===== config.mk =====
export PLATFORM = sky130hd
export DESIGN_NAME = isp_flash_seq
export DESIGN_NICKNAME = d
export VERILOG_FILES = /design/src/rtl/isp_seq_pkg.sv /design/src/rtl/isp_dwell_timer.sv /design/src/rtl/isp_cfg_array.sv /design/src/rtl/isp_flash_seq.sv
export SDC_FILE = /design/constraint.sdc
export NUM_CORES = 1
export LEC_CHECK = 0
export BUFFER_PORTS_ARGS = -buffer_cell sky130_fd_sc_hd__buf_2
export CAP_MARGIN = 25
export CORE_MARGIN = 1.5
export CORE_UTILIZATION = 35
export DETAILED_ROUTE_END_ITERATION = 10
export PLACE_DENSITY = 0.55
export SYNTH_ARGS = -nofsm -noshare
export SYNTH_HDL_FRONTEND = slang
export SYNTH_SLANG_ARGS = --single-unit

===== constraint.sdc =====
create_clock -name clk -period 6.26 [get_ports clk]
set_input_delay 0.939 -clock clk [delete_from_list [all_inputs] [get_ports clk]]
set_output_delay 0.939 -clock clk [all_outputs]
set_load 0.005 [all_outputs]

===== src/rtl/isp_seq_pkg.sv =====
package isp_seq_pkg;
  typedef enum logic [2:0] {
    OP_NOP      = 3'd0,
    OP_ENTER    = 3'd1,
    OP_READ_ID  = 3'd2,
    OP_ERASE    = 3'd3,
    OP_PROGRAM  = 3'd4,
    OP_VERIFY   = 3'd5,
    OP_EXIT     = 3'd6,
    OP_SET_ADDR = 3'd7
  } isp_op_e;
endpackage


===== src/rtl/isp_dwell_timer.sv =====
module isp_dwell_timer #(
  parameter int CW = 8
) (
  input  logic          clk,
  input  logic          rst_n,
  input  logic          run,
  input  logic          tap_idle,
  output logic [CW-1:0] count
);
  localparam logic [CW-1:0] SAT = '1;

  logic [CW-1:0] count_q, count_d;

  always_comb begin
    count_d = count_q;
    if (!run)
      count_d = '0;
    else if (tap_idle && (count_q != SAT))
      count_d = count_q + 1'b1;
  end

  always_ff @(posedge clk or negedge rst_n) begin
    if (!rst_n) count_q <= '0;
    else        count_q <= count_d;
  end

  assign count = count_q;


  dwell_hold_chk: assert property (@(posedge clk) disable iff (!rst_n)
    (run && !tap_idle) |=> $stable(count_q));


  dwell_clear_chk: assert property (@(posedge clk) disable iff (!rst_n)
    !run |=> (count_q == '0));
endmodule


===== src/rtl/isp_cfg_array.sv =====
module isp_cfg_array #(
  parameter int DW    = 8,
  parameter int DEPTH = 16,
  parameter int AW    = $clog2(DEPTH),
  parameter int PW    = AW + 1
) (
  input  logic          clk,
  input  logic          rst_n,
  input  logic          erase_en,
  input  logic          prog_en,
  input  logic [PW-1:0] addr,
  input  logic [DW-1:0] wdata,
  output logic [DW-1:0] rd_word,
  output logic [DW-1:0] ctrl_word
);
  localparam logic [PW-1:0] CTRL_ADDR = PW'(DEPTH);

  logic [DW-1:0] mem_q [DEPTH];
  logic [DW-1:0] mem_d [DEPTH];
  logic [DW-1:0] ctrl_q, ctrl_d;
  logic          in_data, in_ctrl;

  assign in_data = (addr < CTRL_ADDR);
  assign in_ctrl = (addr == CTRL_ADDR);

  always_comb begin
    mem_d  = mem_q;
    ctrl_d = ctrl_q;
    if (erase_en) begin
      for (int i = 0; i < DEPTH; i++) mem_d[i] = '1;
      ctrl_d = '1;
    end else if (prog_en) begin
      if (in_data)      mem_d[addr[AW-1:0]] = mem_q[addr[AW-1:0]] & wdata;
      else if (in_ctrl) ctrl_d = ctrl_q & wdata;
    end
  end

  always_ff @(posedge clk or negedge rst_n) begin
    if (!rst_n) begin
      for (int i = 0; i < DEPTH; i++) mem_q[i] <= '1;
      ctrl_q <= '1;
    end else begin
      for (int i = 0; i < DEPTH; i++) mem_q[i] <= mem_d[i];
      ctrl_q <= ctrl_d;
    end
  end

  always_comb begin
    if (in_data)      rd_word = mem_q[addr[AW-1:0]];
    else if (in_ctrl) rd_word = ctrl_q;
    else              rd_word = '1;
  end

  assign ctrl_word = ctrl_q;


  prog_clears_only_chk: assert property (@(posedge clk) disable iff (!rst_n)
    (prog_en && !erase_en && in_data) |=>
      ((mem_q[$past(addr[AW-1:0])] & ~$past(wdata)) == '0));


  erase_fills_chk: assert property (@(posedge clk) disable iff (!rst_n)
    erase_en |=> ((mem_q[0] == '1) && (mem_q[DEPTH-1] == '1) && (ctrl_q == '1)));


  idle_hold_chk: assert property (@(posedge clk) disable iff (!rst_n)
    (!erase_en && !prog_en) |=> ($stable(ctrl_q) && $stable(mem_q[0])));
endmodule


===== src/rtl/isp_flash_seq.sv =====
module isp_flash_seq
  import isp_seq_pkg::*;
#(
  parameter int          DW        = 8,
  parameter int          DEPTH     = 16,
  parameter int          IDW       = 32,
  parameter logic [31:0] ID_CODE   = 32'h1357_9BDF,
  parameter int          ERASE_CYC = 3_500_000,
  parameter int          PROG_CYC  = 750
) (
  input  logic           clk,
  input  logic           rst_n,
  input  logic           cmd_valid,
  input  logic [2:0]     cmd_op,
  input  logic [DW-1:0]  cmd_arg,
  input  logic           tap_idle,
  output logic           isp_mode,
  output logic           busy,
  output logic           pulse_err,
  output logic           rd_valid,
  output logic [IDW-1:0] rd_data,
  output logic           secure,
  output logic           isp_done,
  output logic           user_io_en
);
  localparam int AW   = $clog2(DEPTH);
  localparam int PW   = AW + 1;
  localparam int MAXC = (ERASE_CYC > PROG_CYC) ? ERASE_CYC : PROG_CYC;
  localparam int CW   = $clog2(MAXC + 1);
  localparam logic [CW-1:0] ERASE_N   = CW'(ERASE_CYC);
  localparam logic [CW-1:0] PROG_N    = CW'(PROG_CYC);
  localparam logic [PW-1:0] CTRL_ADDR = PW'(DEPTH);

  // reset: asynchronous assert, synchronous release
  logic [1:0] rst_sync_q;
  logic       rst_int_n;
  always_ff @(posedge clk or negedge rst_n) begin
    if (!rst_n) rst_sync_q <= 2'b00;
    else        rst_sync_q <= {rst_sync_q[0], 1'b1};
  end
  assign rst_int_n = rst_sync_q[1];

  isp_op_e        op;
  logic           armed_q, armed_d;
  logic           kind_erase_q, kind_erase_d;
  logic [DW-1:0]  wdata_q, wdata_d;
  logic [PW-1:0]  ptr_q, ptr_d;
  logic           isp_q, isp_d;
  logic           err_q, err_d;
  logic           rdv_q, rdv_d;
  logic [IDW-1:0] rdd_q, rdd_d;

  logic [CW-1:0]  dwell;
  logic [CW-1:0]  need;
  logic           accept, gated, finish, pass;
  logic           erase_en, prog_en;
  logic [DW-1:0]  rd_word, ctrl_word;
  logic           secure_w;

  assign op       = isp_op_e'(cmd_op);
  assign accept   = cmd_valid && !armed_q;
  assign gated    = accept && isp_q;
  assign need     = kind_erase_q ? ERASE_N : PROG_N;
  assign finish   = armed_q && !tap_idle && (dwell != '0);
  assign pass     = (dwell >= need);
  assign erase_en = finish && pass && kind_erase_q;
  assign prog_en  = finish && pass && !kind_erase_q;
  assign secure_w = ~ctrl_word[0];

  isp_dwell_timer #(.CW(CW)) u_timer (
    .clk      (clk),
    .rst_n    (rst_int_n),
    .run      (armed_q),
    .tap_idle (tap_idle),
    .count    (dwell)
  );

  isp_cfg_array #(.DW(DW), .DEPTH(DEPTH), .AW(AW), .PW(PW)) u_array (
    .clk       (clk),
    .rst_n     (rst_int_n),
    .erase_en  (erase_en),
    .prog_en   (prog_en),
    .addr      (ptr_q),
    .wdata     (wdata_q),
    .rd_word   (rd_word),
    .ctrl_word (ctrl_word)
  );

  always_comb begin
    armed_d      = armed_q;
    kind_erase_d = kind_erase_q;
    wdata_d      = wdata_q;
    ptr_d        = ptr_q;
    isp_d        = isp_q;
    err_d        = err_q;
    rdv_d        = 1'b0;
    rdd_d        = rdd_q;

    if (finish) begin
      armed_d = 1'b0;
      if (!pass)              err_d = 1'b1;
      else if (!kind_erase_q) ptr_d = ptr_q + 1'b1;
    end

    if (accept) begin
      unique case (op)
        OP_ENTER:   isp_d = 1'b1;
        OP_EXIT:    isp_d = 1'b0;
        OP_READ_ID: begin
          rdv_d = 1'b1;
          rdd_d = IDW'(ID_CODE);
        end
        OP_SET_ADDR: if (gated) ptr_d = cmd_arg[PW-1:0];
        OP_VERIFY: if (gated) begin
          rdv_d = 1'b1;
          rdd_d = (secure_w && (ptr_q < CTRL_ADDR)) ? '0
                                                    : {{(IDW-DW){1'b0}}, rd_word};
          ptr_d = ptr_q + 1'b1;
        end
        OP_ERASE, OP_PROGRAM: if (gated) begin
          armed_d      = 1'b1;
          kind_erase_d = (op == OP_ERASE);
          wdata_d      = cmd_arg;
          err_d        = 1'b0;
        end
        default: ;
      endcase
    end
  end

  always_ff @(posedge clk or negedge rst_int_n) begin
    if (!rst_int_n) begin
      armed_q      <= 1'b0;
      kind_erase_q <= 1'b0;
      wdata_q      <= '0;
      ptr_q        <= '0;
      isp_q        <= 1'b0;
      err_q        <= 1'b0;
      rdv_q        <= 1'b0;
      rdd_q        <= '0;
    end else begin
      armed_q      <= armed_d;
      kind_erase_q <= kind_erase_d;
      wdata_q      <= wdata_d;
      ptr_q        <= ptr_d;
      isp_q        <= isp_d;
      err_q        <= err_d;
      rdv_q        <= rdv_d;
      rdd_q        <= rdd_d;
    end
  end

  assign isp_mode   = isp_q;
  assign busy       = armed_q;
  assign pulse_err  = err_q;
  assign rd_valid   = rdv_q;
  assign rd_data    = rdd_q;
  assign secure     = secure_w;
  assign isp_done   = ~ctrl_word[1];
  assign user_io_en = ~ctrl_word[1] && !isp_q;


  outside_isp_ignore_chk: assert property (@(posedge clk) disable iff (!rst_int_n)
    (cmd_valid && !busy && !isp_mode &&
     ((cmd_op == OP_ERASE) || (cmd_op == OP_PROGRAM))) |=> !busy);


  secure_readback_chk: assert property (@(posedge clk) disable iff (!rst_int_n)
    (cmd_valid && !busy && isp_mode && (cmd_op == OP_VERIFY) && secure &&
     (ptr_q < CTRL_ADDR)) |=> (rd_valid && (rd_data == '0)));


  busy_drop_chk: assert property (@(posedge clk) disable iff (!rst_int_n)
    (busy && cmd_valid && (cmd_op == OP_VERIFY)) |=> !rd_valid);


  short_pulse_err_chk: assert property (@(posedge clk) disable iff (!rst_int_n)
    (busy && !tap_idle && (dwell != '0) && (dwell < need)) |=> (pulse_err && !busy));
endmodule


==> results.cfg <==
[flow_run]
cap_violations = 0

[synth]
ys_seq_area_share_pct = 45.9
yosysTopAreaCell = dfstp_2
synth_area_um2 = 10600
synth-async-reset-ratio_pct = 100
synthTopCellsByArea = dfstp_2 (34%), mux2i_1 (13%), dfrtp_1 (12%)
synth_compound_area_share_pct = 9.60
syn_inst = 935
synth_xor_area_share_pct = 1.33
netlist-cell-type-count = 61
yosys.area.top_type_share_pct = 33.8
synth_top_family_by_area = multiplexers
yosys_warnings = 0
ys_ff_latch = 187
synth_edf_count = 0
ys_dominant_reg_cell = dfstp_2
synth_commonest_cells = nand2_1 (166), mux2i_1 (138), dfstp_2 (136)
yosys.area_share.simple_pct = 13.6
synthAdderAreaFrac_pct = 2.01
synth_most_common_cell = nand2_1
syn_avg_cell_area_um2 = 11.3
muxShareOfSynthArea_pct = 21.5

[timing]
finalSetupViolations = 0
tns_ns = 0
skew_ns = 0.0127
tightest_slew_ns = 0.994
fin_crit_sh_pct = 65.5
fin_ws_ns = 2.16
rsz0062_at_grt = false
maxSlewViolCount = 0
fmax_mhz = 244
slew_headroom_pct = 33.5
hold_violations = 0
finalCriticalPeriod_ns = 4.10

[setup_path]
reg2reg_setup_slack_ns = 2.16
cp_data_arrival_time_ns = 4.47
r2r-start = kind_erase_q
cp_max_fo = 66
critPathMaxStageDelay_ns = 0.66
required_ns = 6.63
r2r_cells = 10
crit_slowest_cell = nand3_4
critical-path-top-delay-family = simple AND/OR/NAND/NOR gates
r2r_end = u_array.mem_q[2]
worstSetupPathType = flip-flop to flip-flop
crit_top_cell = buf_4
worst_setup_path_end_kind = flip-flop
path_buf_inv = 3
start_kind = flip-flop
cp_cell_sequence = inv_1 -> ha_2 -> and4b_1 -> nand4_1 -> o311ai_4 -> buf_4 -> or3_4 -> nand3_4 -> buf_4 -> nand3_1

[cts]
cts_tree = built
clkSinkCount = 187
h-tree-depth = 4
cts_root_buffer = clkbuf_16
clock_tree.buffer_depth = 2
clock_latency_ns = 0.44
clk_pin_slew_ns = 0.07
cts_hold_buf = 0
post_cts_buffers = 0
cts_buffers = 17
cts.repair.resized = 0

[power]
leakagePower_nw = 5.82
fin_total_pwr_mw = 3.14
power_density_nw_per_um2 = 274
irDropWorstVdd_mv = 0.183

[floorplanning]
rows = 63
start_util_pct = 35.6
core_area_um2 = 29700
fp.dieArea_um2 = 31300
fp.dieW_um = 177
io_pins = 54
die_h_um = 177

[routing]
wl_met2_um = 12200
final_antenna_net_count = 0
wl_met3_um = 642
drtIter0Drc = 641
via_count = 7082
post_drt_wl_per_cell_um = 19.3
totalWireLength_um = 25900
drc_errors = 0
firstDrtPassIters = 5
dr.max_layer_used = met4
met1_length_um = 12600
avgViaCountPerCell = 5.30

[place]
pre_cts_slack_ns = 2.16
place_area_um2 = 10900
post-dp-hpwl_um = 16600
portBuffers = 42
gp_congestion = 0.779
dpl.cell_count = 1304

[global_routing]
gr-total-overflow = 0
antenna_found_initial = 0
gr-usage-all-layers_pct = 17.5
grt_pass1_wl_um = 42000
grt_max_degree = 125
grt_pass1_vias = 7141

[cells_and_area]
antenna_cells = 0
layoutNonFillerInstCount = 1337
drive_above_1_share_pct = 32.5
layout.nets = 966
fin_area_um2 = 11500
area_growth_pct = 8.54

[min_path]
hp-class = primary input to asynchronous set/reset pin

[run_status]
status = finished clean
[cell usage in the layout (no fill, tap or decap), types with 15 or more instances in the layout]
cell	instances
mux2i_1	138
buf_4	15
a211oi_1	18
ha_1	16
buf_2	42
mux2_2	15
nand3_1	30
dfrtp_1	49
nand2_1	166
o21ai_0	23
clkbuf_16	17
dfstp_2	136
a21oi_1	21
nor2_1	37
mux4_2	32
[stage by stage]
stage	util (%)	hold WS (ns)
finish	38.6	0.271
global placement	36.7	0.332
detailed placement	36.7	0.339
global route	38.6	0.256
CTS	38.6	0.255
floorplan	-	0.331
[flip-flops by register name (all words and copies together), names as in the netlist, 2 cells and up]
name / cells
u_array.mem_q: 128
wdata_q: 8
ptr_q: 5
rd_data: 9
rst_sync_q: 2
u_timer.count: 22
u_array.ctrl_word: 8
[worst max path at each step]
stage | startpoint | endpoint | slack [ns] | cells past startpoint
final | kind_erase_q | u_array.mem_q[2] | 2.16 | 10
after global routing | kind_erase_q | u_array.mem_q[67] | 1.89 | 10
after CTS | kind_erase_q | u_array.mem_q[2] | 2.16 | 10
after detailed placement | kind_erase_q | u_array.mem_q[6] | 2.16 | 10
after global placement | kind_erase_q | u_array.mem_q[5] | 2.28 | 10
after floorplan | rst_sync_q[1] | busy | 0.90 | 0
[area by class of cell]
type	count	area [um2]
clock buffers	17	425
clock inverters	15	131
fillers	2888	18200
inverters	14	52.6
multi-input cells	655	5170
flip-flops and latches	187	4850
well taps	390	488
repair buffers	59	350
[worst reg2reg max path, delay by kind of cell (launching register included)]
| family | cells | cell delay [ns] |
|---|---|---|
| buf+inv | 3 | 1.25 |
| flops | 1 | 0.54 |
| compound gates | 1 | 0.31 |
| simple gates | 5 | 1.56 |
| fa+ha+maj | 1 | 0.38 |
[metal layers]
| layer | vias to the layer above | global-route usage [%] |
|---|---|---|
| li1 | 3306 | - |
| met1 | 3665 | 24.6 |
| met2 | 92 | 27.8 |
| met3 | 19 | 2.56 |
| met4 | 0 | 5.19 |
| met5 | - | 0 |
[logic make-up after synthesis]
kind of cell,Yosys count
AND/OR/NAND/NOR,310
flip-flops,187
multiplexers,185
AO/OA/AOI/OAI,115
buffers and inverters,103
adder cells (fa/ha/maj),17
XOR/XNOR,16
other,2
[report_power, final]
part	leakage (nW)	internal [mW]	switching, mW
Combinational	3.51	0.275	0.360
Sequential	2.03	1.29	0.161
Clock	0.274	0.524	0.528
Note: power is estimated with default switching activity, not from simulation.
